[src/rtl/dfifo_pkg.sv]
package dfifo_pkg;
  // status word bit positions (decoded by software)
  localparam int ST_W        = 12;
  localparam int ST_RX_RERR  = 0;
  localparam int ST_RX_WERR  = 1;
  localparam int ST_RX_EMPTY = 3;
  localparam int ST_TX_RERR  = 6;
  localparam int ST_TX_WERR  = 7;
  localparam int ST_TX_FULL  = 11;
  // control word bit positions
  localparam int CT_RX_FLUSH = 0;
  localparam int CT_TX_FLUSH = 1;
  localparam int CT_RX_THR   = 2;

  typedef enum logic {LVL_AT_OR_BELOW = 1'b0, LVL_AT_OR_ABOVE = 1'b1} lvl_mode_e;
endpackage

[src/rtl/dfifo_core.sv]
module dfifo_core #(
  parameter int W     = 8,
  parameter int DEPTH = 64
) (
  input  logic                       clk,
  input  logic                       rst_n,
  input  logic                       flush,
  input  logic                       push,
  input  logic [W-1:0]               push_data,
  input  logic                       pop,
  output logic [W-1:0]               head_data,
  output logic [$clog2(DEPTH):0]     count,
  output logic                       empty,
  output logic                       full,
  output logic                       rerr,
  output logic                       werr
);
  localparam int AW = $clog2(DEPTH);
  localparam int CW = AW + 1;
  localparam logic [AW-1:0] LAST = AW'(DEPTH - 1);

  logic [W-1:0]  mem [DEPTH];
  logic [AW-1:0] wp_q, wp_d, rp_q, rp_d;
  logic [CW-1:0] cnt_q, cnt_d;
  logic          rerr_q, rerr_d, werr_q, werr_d;
  logic          push_ok, pop_ok;

  assign empty   = (cnt_q == '0);
  assign full    = (cnt_q == CW'(DEPTH));
  assign push_ok = push && !full;
  assign pop_ok  = pop && !empty;

  always_comb begin
    wp_d   = wp_q;
    rp_d   = rp_q;
    cnt_d  = cnt_q;
    rerr_d = rerr_q | (pop && empty);
    werr_d = werr_q | (push && full);
    if (push_ok) wp_d = (wp_q == LAST) ? '0 : wp_q + 1'b1;
    if (pop_ok)  rp_d = (rp_q == LAST) ? '0 : rp_q + 1'b1;
    if (push_ok && !pop_ok)      cnt_d = cnt_q + 1'b1;
    else if (pop_ok && !push_ok) cnt_d = cnt_q - 1'b1;
    if (flush) begin
      wp_d = '0; rp_d = '0; cnt_d = '0; rerr_d = 1'b0; werr_d = 1'b0;
    end
  end

  always_ff @(posedge clk or negedge rst_n) begin
    if (!rst_n) begin
      wp_q <= '0; rp_q <= '0; cnt_q <= '0; rerr_q <= 1'b0; werr_q <= 1'b0;
    end else begin
      wp_q <= wp_d; rp_q <= rp_d; cnt_q <= cnt_d; rerr_q <= rerr_d; werr_q <= werr_d;
    end
  end

  // storage carries no reset
  always_ff @(posedge clk) begin
    if (push_ok && !flush) mem[wp_q] <= push_data;
  end

  assign head_data = empty ? '0 : mem[rp_q];
  assign count     = cnt_q;
  assign rerr      = rerr_q;
  assign werr      = werr_q;

  AST_NO_OVERFLOW: assert property (@(posedge clk) disable iff (!rst_n)
    (full && push && !pop && !flush) |=> full);
  AST_EMPTY_POP_FLAGS: assert property (@(posedge clk) disable iff (!rst_n)
    (empty && pop && !flush) |=> rerr);
  AST_FULL_PUSH_FLAGS: assert property (@(posedge clk) disable iff (!rst_n)
    (full && push && !flush) |=> werr);
  AST_FLAG_STICKY: assert property (@(posedge clk) disable iff (!rst_n)
    (rerr && !flush) |=> rerr);
  AST_FLUSH_EMPTIES: assert property (@(posedge clk) disable iff (!rst_n)
    flush |=> (empty && !rerr && !werr));
endmodule

[src/rtl/dfifo_level.sv]
module dfifo_level
  import dfifo_pkg::*;
#(
  parameter int        CW   = 7,
  parameter int        TW   = 6,
  parameter lvl_mode_e MODE = LVL_AT_OR_BELOW
) (
  input  logic [CW-1:0] count,
  input  logic [TW-1:0] thr,
  output logic          hit
);
  logic [CW-1:0] thr_x;
  assign thr_x = CW'(thr);

  generate
    if (MODE == LVL_AT_OR_BELOW) begin : g_below
      assign hit = (count <= thr_x);
    end else begin : g_above
      assign hit = (count >= thr_x);
    end
  endgenerate
endmodule

[src/rtl/dfifo_top.sv]
module dfifo_top
  import dfifo_pkg::*;
#(
  parameter int DEPTH     = 64,
  parameter int TX_W      = 11,
  parameter int RX_W      = 8,
  parameter int THR_W     = 6,
  parameter int RX_AF_DEF = 60,
  parameter int TX_AE_DEF = 1
) (
  input  logic                   clk,
  input  logic                   rst_n,
  input  logic                   ctl_wr,
  input  logic [2+2*THR_W-1:0]   ctl_wdata,
  output logic [2+2*THR_W-1:0]   ctl_rdata,
  input  logic                   txq_wr,
  input  logic [TX_W-1:0]        txq_wdata,
  input  logic                   rxq_rd,
  output logic [RX_W-1:0]        rxq_rdata,
  input  logic                   eng_tx_pop,
  output logic [TX_W-1:0]        eng_tx_cmd,
  output logic                   eng_tx_valid,
  input  logic                   eng_rx_push,
  input  logic [RX_W-1:0]        eng_rx_byte,
  output logic                   eng_rx_ready,
  output logic [ST_W-1:0]        fifo_state,
  output logic                   irq_tx_aempty,
  output logic                   irq_rx_afull,
  output logic                   irq_fifo_err
);
  localparam int CW      = $clog2(DEPTH) + 1;
  localparam int CT_W    = 2 + 2*THR_W;
  localparam int TX_THR0 = CT_RX_THR + THR_W;

  logic [THR_W-1:0] rx_thr_q, rx_thr_d, tx_thr_q, tx_thr_d;
  logic             rx_flush, tx_flush;
  logic [CW-1:0]    tx_cnt, rx_cnt;
  logic             tx_empty, tx_full, tx_rerr, tx_werr;
  logic             rx_empty, rx_full, rx_rerr, rx_werr;

  // flush strobes act at the write edge and are never stored
  assign rx_flush = ctl_wr && ctl_wdata[CT_RX_FLUSH];
  assign tx_flush = ctl_wr && ctl_wdata[CT_TX_FLUSH];

  always_comb begin
    rx_thr_d = rx_thr_q;
    tx_thr_d = tx_thr_q;
    if (ctl_wr) begin
      rx_thr_d = ctl_wdata[CT_RX_THR +: THR_W];
      tx_thr_d = ctl_wdata[TX_THR0 +: THR_W];
    end
  end

  always_ff @(posedge clk or negedge rst_n) begin
    if (!rst_n) begin
      rx_thr_q <= THR_W'(RX_AF_DEF);
      tx_thr_q <= THR_W'(TX_AE_DEF);
    end else begin
      rx_thr_q <= rx_thr_d;
      tx_thr_q <= tx_thr_d;
    end
  end

  assign ctl_rdata = {tx_thr_q, rx_thr_q, 2'b00};

  dfifo_core #(.W(TX_W), .DEPTH(DEPTH)) u_txq (
    .clk(clk), .rst_n(rst_n), .flush(tx_flush),
    .push(txq_wr), .push_data(txq_wdata), .pop(eng_tx_pop),
    .head_data(eng_tx_cmd), .count(tx_cnt), .empty(tx_empty), .full(tx_full),
    .rerr(tx_rerr), .werr(tx_werr));

  dfifo_core #(.W(RX_W), .DEPTH(DEPTH)) u_rxq (
    .clk(clk), .rst_n(rst_n), .flush(rx_flush),
    .push(eng_rx_push), .push_data(eng_rx_byte), .pop(rxq_rd),
    .head_data(rxq_rdata), .count(rx_cnt), .empty(rx_empty), .full(rx_full),
    .rerr(rx_rerr), .werr(rx_werr));

  dfifo_level #(.CW(CW), .TW(THR_W), .MODE(LVL_AT_OR_BELOW)) u_tx_lvl (
    .count(tx_cnt), .thr(tx_thr_q), .hit(irq_tx_aempty));

  dfifo_level #(.CW(CW), .TW(THR_W), .MODE(LVL_AT_OR_ABOVE)) u_rx_lvl (
    .count(rx_cnt), .thr(rx_thr_q), .hit(irq_rx_afull));

  assign eng_tx_valid = !tx_empty;
  assign eng_rx_ready = !rx_full;

  always_comb begin
    fifo_state              = '0;
    fifo_state[ST_RX_RERR]  = rx_rerr;
    fifo_state[ST_RX_WERR]  = rx_werr;
    fifo_state[ST_RX_EMPTY] = rx_empty;
    fifo_state[ST_TX_RERR]  = tx_rerr;
    fifo_state[ST_TX_WERR]  = tx_werr;
    fifo_state[ST_TX_FULL]  = tx_full;
  end

  assign irq_fifo_err = rx_rerr | rx_werr | tx_rerr | tx_werr;

  AST_TX_EMPTY_LOW: assert property (@(posedge clk) disable iff (!rst_n)
    !eng_tx_valid |-> irq_tx_aempty);
  AST_RX_FULL_HIGH: assert property (@(posedge clk) disable iff (!rst_n)
    !eng_rx_ready |-> irq_rx_afull);
  AST_ERR_CAUSE: assert property (@(posedge clk) disable iff (!rst_n)
    (fifo_state[ST_TX_WERR] || fifo_state[ST_RX_RERR]) |-> irq_fifo_err);
  AST_STROBE_ZERO: assert property (@(posedge clk) disable iff (!rst_n)
    ctl_rdata[1:0] == 2'b00);
endmodule

[config.mk]
export PLATFORM = sky130hd
export DESIGN_NAME = dfifo_top
export DESIGN_NICKNAME = d
export VERILOG_FILES = /design/src/rtl/dfifo_pkg.sv /design/src/rtl/dfifo_core.sv /design/src/rtl/dfifo_level.sv /design/src/rtl/dfifo_top.sv
export SDC_FILE = /design/constraint.sdc
export NUM_CORES = 2
export LEC_CHECK = 0
export BUFFER_PORTS_ARGS = -buffer_cell sky130_fd_sc_hd__buf_2
export CORE_MARGIN = 2
export CORE_UTILIZATION = 35
export CTS_CLUSTER_SIZE = 10
export DETAILED_ROUTE_END_ITERATION = 16
export GPL_ROUTABILITY_DRIVEN = 1
export SYNTH_ARGS = -nofsm -noshare
export SYNTH_HDL_FRONTEND = slang
export SYNTH_HIERARCHICAL = 1
export SYNTH_SLANG_ARGS = --single-unit
[constraint.sdc]
create_clock -name clk -period 7.52 [get_ports clk]
set_clock_uncertainty 0.15 [all_clocks]
set_input_delay 0.752 -clock clk [delete_from_list [all_inputs] [get_ports clk]]
set_output_delay 0.752 -clock clk [all_outputs]
set_load 0.02 [all_outputs]
# --- Word-level counts from Yosys, hierarchy flattened ---
# Memories as Yosys holds them, arrays and structs flattened.
# Index checks and enable logic that the tools add are counted.
op_classes:
  eq_ne: 6
  muxes: 28
  n_reduce_logical: 34
  multipliers: 0
  shifts: 0
  bitwise: 7
  add_sub_neg: 8
  n_div: 0
  n_lt_le_gt_ge: 2
op_table:
  columns: ["operator", "count"]
  rows:
  - ["6-bit two-way mux", 12]
  - ["7-bit two-way mux", 6]
  - ["6-bit by 1-bit adder with 6-bit output (second input constant)", 4]
  - ["6-bit equality test (second input constant)", 4]
  - ["1-bit logical AND", 16]
  - ["7-bit by 1-bit adder with 7-bit output (second input constant)", 2]
  - ["7-bit equality test (second input constant)", 2]
  - ["7-bit logical NOT", 2]
  - ["7-bit by 1-bit subtractor with 7-bit output (second input constant)", 2]
  - ["11-bit two-way mux", 1]
  - ["1-bit logical NOT", 10]
  - ["1-bit two-way mux", 8]
  - ["8-bit two-way mux", 1]
  - ["2-bit nonzero test", 4]
  - ["7-bit by 6-bit >= comparator with 1-bit output", 1]
  - ["7-bit by 6-bit <= comparator with 1-bit output", 1]
  - ["1-bit OR", 7]
  - ["3-bit nonzero test", 2]
totals:
  memories: 2
  input_bits: 40
  wordCells: 99
  rom_bits: 0
  ff_bits: 54
  ram_bits: 1216
  out_inout_bits: 50
  latch_bits: 0
memory_table:
  columns: ["name", "words", "word_bits", "read_ports", "rd_clocked_by_memory_dff", "write_ports", "line", "text"]
  rows:
  - ["u_txq.mem", 64, 11, 1, 0, 1, "dfifo_core.sv:22", "logic [W-1:0] mem [DEPTH];"]
  - ["u_rxq.mem", 64, 8, 1, 0, 1, "dfifo_core.sv:22", null]

# --- Longest topological paths before layout ---
depth:
  word_depth: 8
  ltp_mapped: 13
  mapped_depth_nobuf: 12

# --- Modules after synthesis ---
# The synthesis kept the hierarchy.
modules_own_cells:
  columns: ["mod", "seq_area_each_um2", "cells_each", "n_inst", "area_each_um2"]
  rows:
  - ["dfifo_core at u_txq", 21665.8, 1369, 1, 28335.9]
  - ["dfifo_core at u_rxq", 15900.2, 1058, 1, 21111.5]
  - ["dfifo_top", 306.5, 45, 1, 621.8]
  - ["dfifo_level at u_tx_lvl", 0.0, 20, 1, 151.4]
  - ["dfifo_level at u_rx_lvl", 0.0, 19, 1, 147.6]

# --- Worst setup path after synthesis ---
# No wires, ideal clock.
synth_path:
  kind: "register to register"
  start: "register u_rxq.cnt_q[1], in the netlist u_rxq/count[1]"
  end: "register u_rxq.cnt_q[6], in the netlist u_rxq/count[6]"
  required_ns: 7.245
  arrival_time_ns: 3.079
  path_slack_ns: 4.166
  path_buffers: 1
  path_stages_with_launch: 13
  period_less_slack_ns: 3.354
  setup_time_ns: 0.125
  cell_sequence: "dfrtp_1 > or4_4 > o31a_1 > buf_6 > nor2_8 > inv_1 > ha_1 > nor2b_1 > o31a_1 > o21ai_0 > nand2_1 > a2bb2oi_2 > mux2_4"
synth_between:
  elab_chain_cells: 7
  word_cells_on_any_way: 16
  classes_between: "2 x add/sub; 1 x eq/ne; 3 x mux; 10 x reduce/logical"
synth_rtl:
  columns: ["item", "line", "text"]
  rows:
  - ["start: declaration", "dfifo_core.sv:24", "logic [CW-1:0] cnt_q, cnt_d;"]
  - ["start signal: assignment", "dfifo_core.sv:52", "wp_q <= wp_d; rp_q <= rp_d; cnt_q <= cnt_d; rerr_q <= rerr_d; werr_q <= werr_d;"]
  - ["branches (longest 7 deep; another with 7-bit by 1-bit subtractor with 7-bit output)", null, null]
# Several ways; the timed one is not identified. The select of a mux whose other input is x is not followed.
# A chain may end at the register's enable or synchronous reset.

# --- Worst setup path after layout ---
layout_path:
  start: "register u_txq.rp_q[0]"
  end: "output eng_tx_cmd[3]"
layout_between:
  elab_chain_cells: 2
layout_rtl:
  columns: ["item", "line", "text"]
  rows:
  - ["start: declaration", "dfifo_core.sv:23", "logic [AW-1:0] wp_q, wp_d, rp_q, rp_d;"]
  - ["start signal: assignment", "dfifo_core.sv:52", null]
  - ["memory read 64 x 11 bit", null, null]
  - ["11-bit two-way mux", "dfifo_core.sv:61", "assign head_data = empty ? '0 : mem[rp_q];"]
  - ["end: declaration", "dfifo_top.sv:21", "output logic [TX_W-1:0] eng_tx_cmd,"]
# No other way between the ends.

==> out/results.ini <==
[status]
outcome=finished, final reports clean

[timing]
drv_slew=0
fmax_mhz=188
grt_setup_unrepaired=false
worst_slack_ns=2.19
worst_slew_pin_slew_ns=1.29
hold_viol_final=0
finalCritPeriodShare=0.708
finalSetupTns_ns=0
setup_viol=0
min_period_ns=5.33
slew_headroom=0.137

[grt]
antenna_found_initial=1
grt_pass1_wl_mm=171
grt_start_max_net_pins=94
grt_overflow=0
grt_use_total=0.157
grt_pass1_vias=25000

[placement]
dp_slack_ns=2.85
place_congestion=0.790
hpwl_mm=66.0
dp.cells=4432
io_buffers=81

[clock_tree]
cts_made_buffers=149
clk_latency_ns=0.78
cts_max_level=4
cts_resized=0
cts_hold_buf=2
clk_pin_slew_ns=0.06
clock-sinks=1270
clk_path_buf_depth=3
post_cts_buffers=0
cts_root_buf=clkbuf_16
cts_tree=yes

[synth]
ys_ff_latch=1270
ys_async_sr_fraction=0.0425
yosys.cell_types.count=72
synth-seq-area-share=0.752
synth_edf_count=1216
yosys_warnings=6
yosys_most_used_dff=edfxtp_1
netlist_area_sq_mm=0.0504
syn_area_per_cell_sq_um=20.1
syn_inst=2511

[drt]
wl_per_cell_um=24.9
antenna_left=0
first_pass_iters=6
vias=24900
via_per_inst=5.35
drt_wl_total_mm=116
drc_errors=0
first_iter_violations=2579

[critical_path]
setup.worst_path.end=eng_tx_cmd[3]
crit_type=register to output pin
r2r_slack_ns=3.50
r2r-end=u_txq/count[6]
cp_slowest_cell=dfrtp_4
startpoint=u_txq/rp_q[0]
cp_max_fo=73
r2r_cells=12
worst_ep_required_time_ns=6.62
cp.arrival_ns=4.42
crit_chain=buf_12 -> mux4_2 -> a22o_1 -> a221oi_1 -> o221ai_1 -> buf_2
cpPeakStageDelay_ns=1.07
start_kind=register
worstReg2RegStart=u_txq/count[2]
critPathCaptureType=output pin

[power_and_ir_drop]
swShare=0.285
leakagePower_nw=18.2
power.density_mw_per_mm2=323
ir_drop_mv=0.242
combPwrFrac=0.211
switchingPower_mw=5.28
internal_power_mw=13.3
seqPwrFrac=0.441
p_clk_frac=0.348

[cells_and_area]
diodes=0
area_growth_pct=14.0
layout_commonest_cell=edfxtp_1
fin_cells=4641
drive_gt1_frac=0.241
layout.nets=2752
layout_common_cells=1216 x edfxtp_1, 258 x mux4_2, 172 x nor2_1, 149 x clkbuf_16, 94 x mux2i_1

[die]
pin_count=90
num_rows=139
core_area_sq_mm=0.143
start_util=0.351
fp.dieW_um=383
die_area_sq_mm=0.147
fp.dieH_um=383

[flow_run]
max_cap_viol_count=0

[worst_hold_path]
holdCritPathClass=input port to register
min-delay-start=ctl_wdata[7]

==> logic make-up after synthesis <==
family	synth area share
flops	0.752
other cells	0.0000745
fa+ha+maj	0.00775
xor+xnor	0.00278
mux	0.139
compound gates	0.0474
simple gates	0.0309
buf+inv	0.0200
==> stage by stage <==
| stage | hold WS (ns) | cell area (sq um) | utilization | power [mW] |
|---|---|---|---|---|
| 4_1_cts | 0.00142 | 57400 | 0.401 | 18.8 |
| 5_1_grt | 0.0193 | 57400 | 0.401 | 19.3 |
| 6_report | 0.0571 | 57400 | 0.401 | 18.6 |
| 3_5_place_dp | 0.372 | 53000 | 0.370 | 12.3 |
| 2_1_floorplan | 0.306 | 50400 | - | 11.1 |
| 3_3_place_gp | 0.350 | 53000 | 0.370 | 12.3 |
==> how the worst min path moves through the flow <==
stage	to	slack, ns	cells after the start
floorplan	rx_thr_q[0]	0.31	0
global placement	u_rxq/rerr	0.35	2
CTS	rx_thr_q[0]	0.001	2
global route	rx_thr_q[5]	0.02	2
finish	rx_thr_q[5]	0.06	2
detailed placement	rx_thr_q[1]	0.37	1
==> cells in the mapped netlist, types with 25 or more instances <==
cell type | number | share of area
nor2_1 | 173 | 0.013
mux4_2 | 258 | 0.12
dfrtp_1 | 49 | 0.024
o22ai_1 | 26 | 0.0032
a22o_1 | 44 | 0.0077
inv_1 | 26 | 0.0019
o221ai_1 | 29 | 0.0050
a21oi_1 | 39 | 0.0039
a22oi_1 | 33 | 0.0049
clkbuf_1 | 66 | 0.0049
nand3_1 | 27 | 0.0027
edfxtp_1 | 1216 | 0.72
buf_2 | 25 | 0.0025
nand2_1 | 56 | 0.0042
a221oi_1 | 34 | 0.0059
ha_1 | 28 | 0.0070
mux2i_1 | 94 | 0.019
buf_4 | 27 | 0.0040
==> routing by layer <==
| layer | share of wire | GRT usage |
|---|---|---|
| met1 | 0.43 | 0.224 |
| met2 | 0.48 | 0.248 |
| met3 | 0.068 | 0.0317 |
| met4 | 0.018 | 0.0402 |
| met5 | 0 | 0 |
==> power groups by stage <==
stage,clock network [mW],logic (mW),registers [mW]
2_1_floorplan,0,3.00,8.11
3_3_place_gp,0,3.95,8.33
3_5_place_dp,0,3.96,8.34
4_1_cts,6.61,3.98,8.20
5_1_grt,6.88,4.20,8.22
6_report,6.46,3.91,8.19
==> registers in the layout (all words and copies together), names as in the netlist <==
register,cells
u_txq/wp_q,6
u_rxq/rerr,1
u_rxq/werr,1
u_rxq/rp_q,6
u_rxq/mem,512
u_txq/mem,704
u_rxq/count,7
tx_thr_q,6
u_txq/rp_q,6
rx_thr_q,6
u_txq/werr,1
u_rxq/wp_q,6
u_txq/rerr,1
u_txq/count,7
==> critical path, delay by kind of cell (launching register included) <==
family                 cells  cell delay, ns
AO/OA/AOI/OAI              3            1.07
buffers and inverters      2            0.81
flip-flops                 1            1.07
multiplexers               1            0.58
==> cell type report <==
cell class	count	area, sq um
clock inverter	25	462
clock buffer	182	3870
tap	1903	2380
timing repair buffer	174	1160
multi-input combinational	1061	11500
sequential	1270	37900
inverter	26	97.6
fill	12600	85900
Power figures use the tool's default switching activity.
